`config.mk`:
```
export PLATFORM = sky130hd
export DESIGN_NAME = scan_decim
export DESIGN_NICKNAME = d
export VERILOG_FILES = /design/src/rtl/scan_decim_pkg.sv /design/src/rtl/scan_decim_cfg.sv /design/src/rtl/scan_decim_pos.sv /design/src/rtl/scan_decim_cnt.sv /design/src/rtl/scan_decim.sv
export SDC_FILE = /design/constraint.sdc
export NUM_CORES = 1
export LEC_CHECK = 0
export CAP_MARGIN = 20
export CORE_UTILIZATION = 30
export CTS_CLUSTER_SIZE = 14
export DETAILED_ROUTE_END_ITERATION = 10
export PLACE_DENSITY_LB_ADDON = 0.2
export SYNTH_ARGS = -nofsm -noshare
export SYNTH_HDL_FRONTEND = slang
export SYNTH_HIERARCHICAL = 1
export SYNTH_SLANG_ARGS = --single-unit
```
`constraint.sdc`:
```
create_clock -name clk_i -period 2.5 [get_ports clk_i]
set_input_delay 0.5 -clock clk_i [delete_from_list [all_inputs] [get_ports clk_i]]
set_output_delay 0.5 -clock clk_i [all_outputs]
set_load 0.005 [all_outputs]
```
`src/rtl/scan_decim_pkg.sv`:
```
package scan_decim_pkg;
  localparam int DEF_DATA_W = 16;
  localparam int DEF_N_W    = 4;
  localparam int DEF_D_W    = 8;
  localparam int DEF_S_W    = 16;

  typedef enum logic {
    ACT_KEEP = 1'b0,
    ACT_SKIP = 1'b1
  } act_e;
endpackage

```
`src/rtl/scan_decim_cfg.sv`:
```
module scan_decim_cfg #(
  parameter int N_W = 4,
  parameter int D_W = 8,
  parameter int S_W = 16
) (
  input  logic           clk_i,
  input  logic           rst_ni,
  input  logic           start_i,
  input  logic [N_W-1:0] scan_last_i,
  input  logic [D_W-1:0] scan_delay_i,
  input  logic [S_W-1:0] stop_count_i,
  output logic [N_W-1:0] last_o,
  output logic [D_W-1:0] dly_o,
  output logic [S_W-1:0] stop_o
);
  always_ff @(posedge clk_i or negedge rst_ni) begin
    if (!rst_ni) begin
      last_o <= '0;
      dly_o  <= '0;
      stop_o <= '0;
    end else if (start_i) begin
      last_o <= scan_last_i;
      dly_o  <= scan_delay_i;
      stop_o <= stop_count_i;
    end
  end
endmodule

```
`src/rtl/scan_decim_pos.sv`:
```
module scan_decim_pos
  import scan_decim_pkg::*;
#(
  parameter int N_W = 4,
  parameter int D_W = 8
) (
  input  logic           clk_i,
  input  logic           rst_ni,
  input  logic           start_i,
  input  logic           adv_i,
  input  logic [N_W-1:0] last_i,
  input  logic [D_W-1:0] dly_i,
  output logic [N_W-1:0] chan_o,
  output logic [D_W-1:0] phase_o,
  output act_e           act_o,
  output logic           scan_end_o
);
  logic [N_W-1:0] chan_q;
  logic [D_W-1:0] phase_q;
  logic           chan_wrap;

  assign chan_wrap  = (chan_q == last_i);
  assign act_o      = (phase_q == '0) ? ACT_KEEP : ACT_SKIP;
  assign scan_end_o = chan_wrap && (act_o == ACT_KEEP);
  assign chan_o     = chan_q;
  assign phase_o    = phase_q;

  // chunk = (last+1) channels x (dly+1) phases; only phase 0 is kept
  always_ff @(posedge clk_i or negedge rst_ni) begin
    if (!rst_ni) begin
      chan_q  <= '0;
      phase_q <= '0;
    end else if (start_i) begin
      chan_q  <= '0;
      phase_q <= '0;
    end else if (adv_i) begin
      if (chan_wrap) begin
        chan_q  <= '0;
        phase_q <= (phase_q == dly_i) ? '0 : phase_q + 1'b1;
      end else begin
        chan_q  <= chan_q + 1'b1;
      end
    end
  end
endmodule

```
`src/rtl/scan_decim_cnt.sv`:
```
module scan_decim_cnt #(
  parameter int S_W = 16
) (
  input  logic           clk_i,
  input  logic           rst_ni,
  input  logic           start_i,
  input  logic           tick_i,
  input  logic [S_W-1:0] stop_i,
  output logic           done_o
);
  logic [S_W-1:0] scans_q;
  logic [S_W-1:0] scans_nxt;

  assign scans_nxt = scans_q + 1'b1;

  always_ff @(posedge clk_i or negedge rst_ni) begin
    if (!rst_ni) begin
      scans_q <= '0;
      done_o  <= 1'b0;
    end else if (start_i) begin
      scans_q <= '0;
      done_o  <= 1'b0;
    end else if (tick_i) begin
      scans_q <= scans_nxt;
      if ((stop_i != '0) && (scans_nxt == stop_i)) done_o <= 1'b1;
    end
  end
endmodule

```
`src/rtl/scan_decim.sv`:
```
module scan_decim
  import scan_decim_pkg::*;
#(
  parameter int DATA_W = DEF_DATA_W,
  parameter int N_W    = DEF_N_W,
  parameter int D_W    = DEF_D_W,
  parameter int S_W    = DEF_S_W
) (
  input  logic              clk_i,
  input  logic              rst_ni,
  input  logic              start_i,
  input  logic [N_W-1:0]    scan_last_i,
  input  logic [D_W-1:0]    scan_delay_i,
  input  logic [S_W-1:0]    stop_count_i,
  input  logic              in_valid_i,
  input  logic [DATA_W-1:0] in_data_i,
  output logic              in_ready_o,
  output logic              out_valid_o,
  output logic [DATA_W-1:0] out_data_o,
  input  logic              out_ready_i,
  output logic              done_o
);
  logic [N_W-1:0] last_w;
  logic [D_W-1:0] dly_w;
  logic [S_W-1:0] stop_w;
  logic [N_W-1:0] chan_w;
  logic [D_W-1:0] phase_w;
  act_e           act_w;
  logic           scan_end_w;
  logic           xfer_w;

  scan_decim_cfg #(.N_W(N_W), .D_W(D_W), .S_W(S_W)) u_cfg (
    .clk_i        (clk_i),
    .rst_ni       (rst_ni),
    .start_i      (start_i),
    .scan_last_i  (scan_last_i),
    .scan_delay_i (scan_delay_i),
    .stop_count_i (stop_count_i),
    .last_o       (last_w),
    .dly_o        (dly_w),
    .stop_o       (stop_w)
  );

  // dropped samples never wait on the consumer
  assign in_ready_o  = (act_w == ACT_KEEP) ? out_ready_i : 1'b1;
  assign out_valid_o = in_valid_i && (act_w == ACT_KEEP);
  assign out_data_o  = in_data_i;
  assign xfer_w      = in_valid_i && in_ready_o;

  scan_decim_pos #(.N_W(N_W), .D_W(D_W)) u_pos (
    .clk_i      (clk_i),
    .rst_ni     (rst_ni),
    .start_i    (start_i),
    .adv_i      (xfer_w),
    .last_i     (last_w),
    .dly_i      (dly_w),
    .chan_o     (chan_w),
    .phase_o    (phase_w),
    .act_o      (act_w),
    .scan_end_o (scan_end_w)
  );

  scan_decim_cnt #(.S_W(S_W)) u_cnt (
    .clk_i   (clk_i),
    .rst_ni  (rst_ni),
    .start_i (start_i),
    .tick_i  (xfer_w && scan_end_w),
    .stop_i  (stop_w),
    .done_o  (done_o)
  );
endmodule

```
==> summary.txt, run 1 <==
Worst setup path
  – Worst EP required: 2.00 ns
  – Largest delay share family, worst path: simple AND/OR/NAND/NOR gates
  – CP Class: flip-flop to output pin
  – Crit path DAT: 1.91 ns
  – Worst R2R Path Depth: 9
  – Crit path largest cell delay: 0.44 ns
  – Reg2reg end: u_cnt/done_o
  – R2r startpoint: u_pos/phase_o[6]
  – Buf/Inv on CP: 1
  – Setup crit end kind: output pin
  – Setup slack, reg-to-reg: 0.31 ns
  – Crit-path cells: nor4_2 > nand3_2 > or2_1 > clkdlybuf4s50_1
  – Crit Path Max Fanout: 4
  – Critical path launch point type: flip-flop
  – CP max stage cell: clkdlybuf4s50_1
  – Critical Path Source: u_pos/phase_o[6]

Clock network
  – H-tree Lvls: 3
  – Skew-Pair Late Insertion Delay: 0.33 ns
  – Worst-path clk slew: 0.05 ns
  – TritonCTS buffer count: 9
  – CTS Sinks: 57
  – Max clock buf depth: 2
  – CTS tree: yes
  – CTS Root Cell: clkbuf_16

Synthesis
  – Post-Syn Area: 3570 µm²
  – Area leader, netlist: dfrtp_1
  – Post-synth EDFFs: 0
  – Prevailing post-synth register cell: dfrtp_1
  – Syn nets: 394
  – Yosys reg bits: 57
  – Avg Inst Size Synth: 10.5 µm²
  – Top cells by area, synth: dfrtp_1 40%, mux2_4 8.4%, xnor2_1 7.1%
  – Register area share after synthesis: 39.9%
  – Yosys warning count: 6
  – Library cells used by synthesis: 56
  – Async SR Flop Fraction: 100%
  – Syn Inst Count: 341
  – Yosys top cell area share: 39.9%

Power
  – Leakage power: 0.00171 µW
  – IR drop worst, VDD: 322 µV
  – Pwr Density: 615 nW/µm²

Global route
  – Grt ovf: 0
  – Pin count of the biggest net entering global routing: 48
  – Vias in the first global route: 2,592
  – First-pass GRT wire length: 13,600 µm
  – Initial antenna violation count: 0
  – GRT Overall Usage: 14.0%

Floorplanning
  – Die Span Y: 111 µm
  – DIE WIDTH: 111 µm
  – Initial core utilization: 31.0%
  – # IOs: 68
  – Std cell rows: 39
  – Die area: 12,300 µm²
  – Core Footprint: 11,500 µm²

STA
  – WHS: 0.134 ns
  – Final Hold Viols: 0
  – Final min period: 2.41 ns
  – Endpoints failing setup: 0
  – Max frequency: 0.415 GHz
  – Final worst clock skew: 0.00797 ns
  – Final TNS setup: 0 ns
  – Worst-Margin Slew: 0.495 ns
  – Slew HR: 67.0%
  – Period utilization: 96.4%
  – RSZ-0062 raised after global routing: no
  – Max Slew Vio Count: 0

Route
  – Vias per cell: 5.10
  – DR pass1 iterations: 7
  – DR vias: 2,622
  – Drc violations: 10
  – Routed Antenna Nets: 0
  – Total wire length: 8060 µm
  – Wire length per cell: 15.7 µm
  – 1st-iter DRT viols: 95

Flow run
  – Max-cap violations: 0

Cells and area
  – Most frequent cells in the layout: 57 x dfrtp_1, 33 x clkdlybuf4s50_1, 29 x xnor2_1, 27 x nor2_1
  – Final #Nets: 420
  – Number of inserted diodes: 0
  – Layout cells sized above 1: 18.6%
  – Layout Area Growth over Synthesis: 19.8%
  – Post-Layout Cell Count: 514
  – Commonest non-fill, non-tap cell in the layout: dfrtp_1

Place
  – Placed insts: 498
  – GP Congestion: 0.826
  – # port buffers: 35
  – Post-DP HPWL: 5710 µm

Outcome
  – Failing checks: DRC
  – Status: finished with violations

Hold path
  – Tightest Hold Check Type: input pin to async pin
==> where the power goes <==
part           leakage (µW)  internal (µW)  switching (µW)
clock              0.000153            891             416
sequential         0.000732            973            56.6
combinational      0.000827            173             121
==> Yosys cell counts (all sizes together) (2+ instances only) <==
master / n
a21oi: 5
o32ai: 2
o211ai: 5
nand2: 20
inv: 7
nand3b: 2
o2111ai: 5
and3: 4
buf: 24
a31oi: 2
mux2: 28
nor4: 7
clkbuf: 10
nor3: 4
xnor2: 29
o221ai: 4
xor2: 20
o21a: 2
or3: 2
ha: 4
nand2b: 2
nor2: 27
dfrtp: 57
o21ai: 13
nand4: 10
nor3b: 3
or2: 2
and4: 3
nor2b: 4
or4: 2
nand3: 18
==> layout make-up <==
class                           instances  area (µm²)
Tap cell                              143         179
Multi-Input combinational cell        243        1860
Sequential cell                        57        1430
Inverter                                7        26.3
Timing Repair Buffer                   49         470
Clock buffer                           12         246
Clock inverter                          3        65.1
Fill cell                            1156        7240
==> through the flow <==
stage	setup WS (ns)	power, µW	utilization [%]	cell area (µm²)
finish	0.0903	2630	37.1	4280
global route	0.0113	2740	37.1	4280
CTS	0.00405	2670	36.9	4250
detailed placement	0.194	1340	34.2	3940
global placement	0.159	1340	34.2	3940
floorplan	0.280	1240	-	3570
==> worst reg2reg max path, stage by stage, from the launching register on <==
cell     delay [ns]
dfrtp_1        0.38
nor4_2         0.34
nand3_2        0.17
nor2_1         0.15
o211a_1        0.18
nor3b_2        0.16
nand4_1        0.12
nor4_2         0.25
nand4_1        0.14
o32ai_2        0.21
==> state kept, by name (all words and copies together), names as in the netlist <==
name / flops
u_cfg/stop_o: 16
u_cnt/scans_q: 16
u_cfg/dly_o: 8
u_pos/phase_o: 8
u_cfg/last_o: 4
u_pos/chan_o: 4
u_cnt/done_o: 1
==> per-layer routing <==
layer / vias to the layer above / track usage (%) / wire, µm / part of all wire [%]
li1: 1249 / - / - / -
met1: 1274 / 17.6 / 3640 / 45
met2: 78 / 22.2 / 3870 / 48
met3: 21 / 4.16 / 373 / 4.6
met4: 0 / 6.40 / 174 / 2.2
met5: - / 0 / 0 / 0
==> worst max-delay path by stage <==
stage	cells past startpoint	to	slack, ns
floorplan	9	u_cnt/scans_q[11]	0.28
global placement	9	u_cnt/done_o	0.16
detailed placement	9	u_cnt/done_o	0.19
CTS	4	in_ready_o	0.004
global route	4	in_ready_o	0.01
finish	4	in_ready_o	0.09
==> cells by family after synthesis <==
group / count (synthesis) / share of synthesized area [%]
adders and majority gates: 4 / 1.40
DFF: 57 / 39.9
AOI/OAI and AO/OA: 46 / 9.74
and+or+nand+nor: 115 / 17.2
xor gates and xnor gates: 49 / 12.0
buffers and inverters: 41 / 8.48
muxes: 29 / 11.2
==> repair_timing <==
item / 4_1_cts / 5_1_grt
setup buffers: 1 / 1
resized for setup: 1 / 3
hold buffers: 0 / 0
pin swaps: 2 / 1
endpoints found under the setup margin: 2 / 3
No activity file was read; power rests on OpenSTA's default activity.
==> run 2, diff against run 1 <==
--- a/config.mk
+++ b/config.mk
@@ -6,10 +6,12 @@
 export NUM_CORES = 1
 export LEC_CHECK = 0
 export CAP_MARGIN = 20
+export CORE_ASPECT_RATIO = 1.2
+export CORE_MARGIN = 8
 export CORE_UTILIZATION = 30
 export CTS_CLUSTER_SIZE = 14
 export DETAILED_ROUTE_END_ITERATION = 10
-export PLACE_DENSITY_LB_ADDON = 0.2
+export PLACE_DENSITY_LB_ADDON = 0.3
 export SYNTH_ARGS = -nofsm -noshare
 export SYNTH_HDL_FRONTEND = slang
 export SYNTH_HIERARCHICAL = 1
==> run 2 against run 1 <==
The run now ends clean; flip-flop and latch count did not move; clock skew fell by 0.0053 ns; first-iteration DRC count rose by 19%; non-clock buffer count rose by 1; via count rose by 0.99%; critical path depth did not move; cell area rose by 0.23%; sequential share of layout area fell by 0.078 points; core utilization fell by 0.078 points; die area rose by 27%; routed wire length rose by 2.5%; count of clock-buffer cells in the layout did not move; critical path type unchanged.
==> summary.txt, run 2 (synthesized netlist as in run 1, its figures left out) <==
Outcome
  – Status: completed

Global route
  – GRT Overall Usage: 11.3%
  – Vias in the first global route: 2,816
  – Pin count of the biggest net entering global routing: 33
  – Grt ovf: 0
  – Initial antenna violation count: 0
  – First-pass GRT wire length: 14,000 µm

Worst setup path
  – Critical path launch point type: flip-flop
  – Setup crit end kind: output pin
  – Worst EP required: 2.00 ns
  – Worst R2R Path Depth: 9
  – Crit Path Max Fanout: 5
  – Crit path DAT: 1.89 ns
  – CP Class: flip-flop to output pin

Place
  – Placed insts: 513
  – GP Congestion: 0.895
  – Post-DP HPWL: 6100 µm
  – Pre-CTS setup slack: 0.307 ns
  – # port buffers: 35

Power
  – IR drop worst, VDD: 361 µV
  – Power Total: 2660 µW
  – Pwr Density: 621 nW/µm²
  – Leakage power: 0.00171 µW

Cells and area
  – Most frequent cells in the layout: 57 x dfrtp_1, 33 x clkdlybuf4s50_1, 29 x xnor2_1, 27 x nor2_1
  – Largest registers: u_cfg/stop_o (16), u_cnt/scans_q (16)
  – Commonest non-fill, non-tap cell in the layout: dfrtp_1
  – Sequential Area: 1430 µm²
  – Fillers: 1,148
  – Final #Nets: 421
  – Layout Area Growth over Synthesis: 20.1%
  – Layout cells sized above 1: 18.2%
  – Multi-input logic area: 1840 µm²
  – Post-Layout Cell Count: 530
  – Number of inserted diodes: 0

Clock network
  – H-tree Lvls: 3
  – Post-CTS Resized: 0
  – Skew-Pair Late Insertion Delay: 0.32 ns
  – TritonCTS buffer count: 9
  – Max clock buf depth: 2
  – CTS Root Cell: clkbuf_16
  – CTS tree: yes
  – CTS Sinks: 57
  – Worst-path clk slew: 0.05 ns

STA
  – Final worst clock skew: 0.00267 ns
  – Final TNS setup: 0 ns
  – RSZ-0062 raised after global routing: no
  – Final Hold Viols: 0
  – Endpoints failing setup: 0
  – Worst setup margin: 0.115 ns
  – Final min period: 2.39 ns
  – Max Slew Vio Count: 0
  – Max frequency: 0.419 GHz
  – Worst-Margin Slew: 0.626 ns
  – Slew HR: 58.3%
  – Period utilization: 95.4%

Floorplanning
  – Initial core utilization: 30.9%
  – DIE WIDTH: 116 µm
  – Die Span Y: 136 µm
  – Core Footprint: 11,600 µm²
  – # IOs: 68
  – Die area: 15,700 µm²
  – Std cell rows: 43

Route
  – DR vias: 2,648
  – DR pass1 iterations: 4
  – Total wire length: 8260 µm
  – Drc violations: 0
  – 1st-iter DRT viols: 113
  – Vias per cell: 5.00
  – Routed Antenna Nets: 0
  – Wire length per cell: 15.6 µm

Hold path
  – Tightest Hold Check Type: input pin to async pin

Flow run
  – Max-cap violations: 0
==> run 2: changes by cell type in the layout (fill, tap and decap cells not counted), sizes merged <==
cell	previous run	this run
buf	16	17
clkinv	1	0
clkinvlp	0	2
==> run 2: area by class of cell <==
type	instances	share of cell area [%]
clock buffers	12	5.98
clock inverters	4	1.75
inverters	7	0.613
multi-input cells	243	43.0
flip-flops and latches	57	33.3
well taps	157	4.58
repair buffers	50	10.9
==> run 2: metrics by stage <==
step / hold WS, ns / util [%] / instance area (µm²)
final: 0.193 / 37.1 / 4290
after CTS: 0.215 / 37.0 / 4280
after floorplan: 0.204 / - / 3570
after global routing: 0.250 / 37.1 / 4290
after detailed placement: 0.527 / 34.1 / 3950
after global placement: 0.524 / 34.1 / 3950
==> run 2: path summary, 6_finish.rpt <==
path	slack (ns)	from	endpoint
worst min register to register	0.53	u_cfg/last_o[1]	u_cfg/last_o[1]
min in group clk_i	0.53	u_cfg/last_o[1]	u_cfg/last_o[1]
worst max register to register	0.33	u_pos/phase_o[6]	u_cnt/done_o
max in group asynchronous	1.72	rst_ni	u_cnt/scans_q[4]
worst max-delay path	0.11	u_pos/phase_o[6]	in_ready_o
worst min-delay path	0.19	rst_ni	u_pos/phase_o[1]
==> run 2: per-layer routing <==
layer  global-route usage [%]  vias up  wire length [µm]
li1                         -     1259                 -
met1                     12.4     1315              3410
met3                     3.08       16               340
met2                     19.4       58              4330
met5                        0        -                 0
met4                     5.56        0               172
==> run 2: power by group <==
| group | switching (µW) | internal (µW) | leakage (µW) |
|---|---|---|---|
| clock | 413 | 926 | 0.000155 |
| sequential | 53.2 | 973 | 0.000732 |
| combinational | 128 | 170 | 0.000818 |
==> run 2: worst max-delay path, cell delays in order (launching register included) <==
cell and delay, ns:
dfrtp_1 0.42, nor4_1 0.24, nand3_1 0.19, or2_1 0.26, clkdlybuf4s50_1 0.45
==> run 2: repair_timing <==
item	CTS	global route
setup buffers	0	1
hold buffers	0	0
setup endpoints to repair	0	2
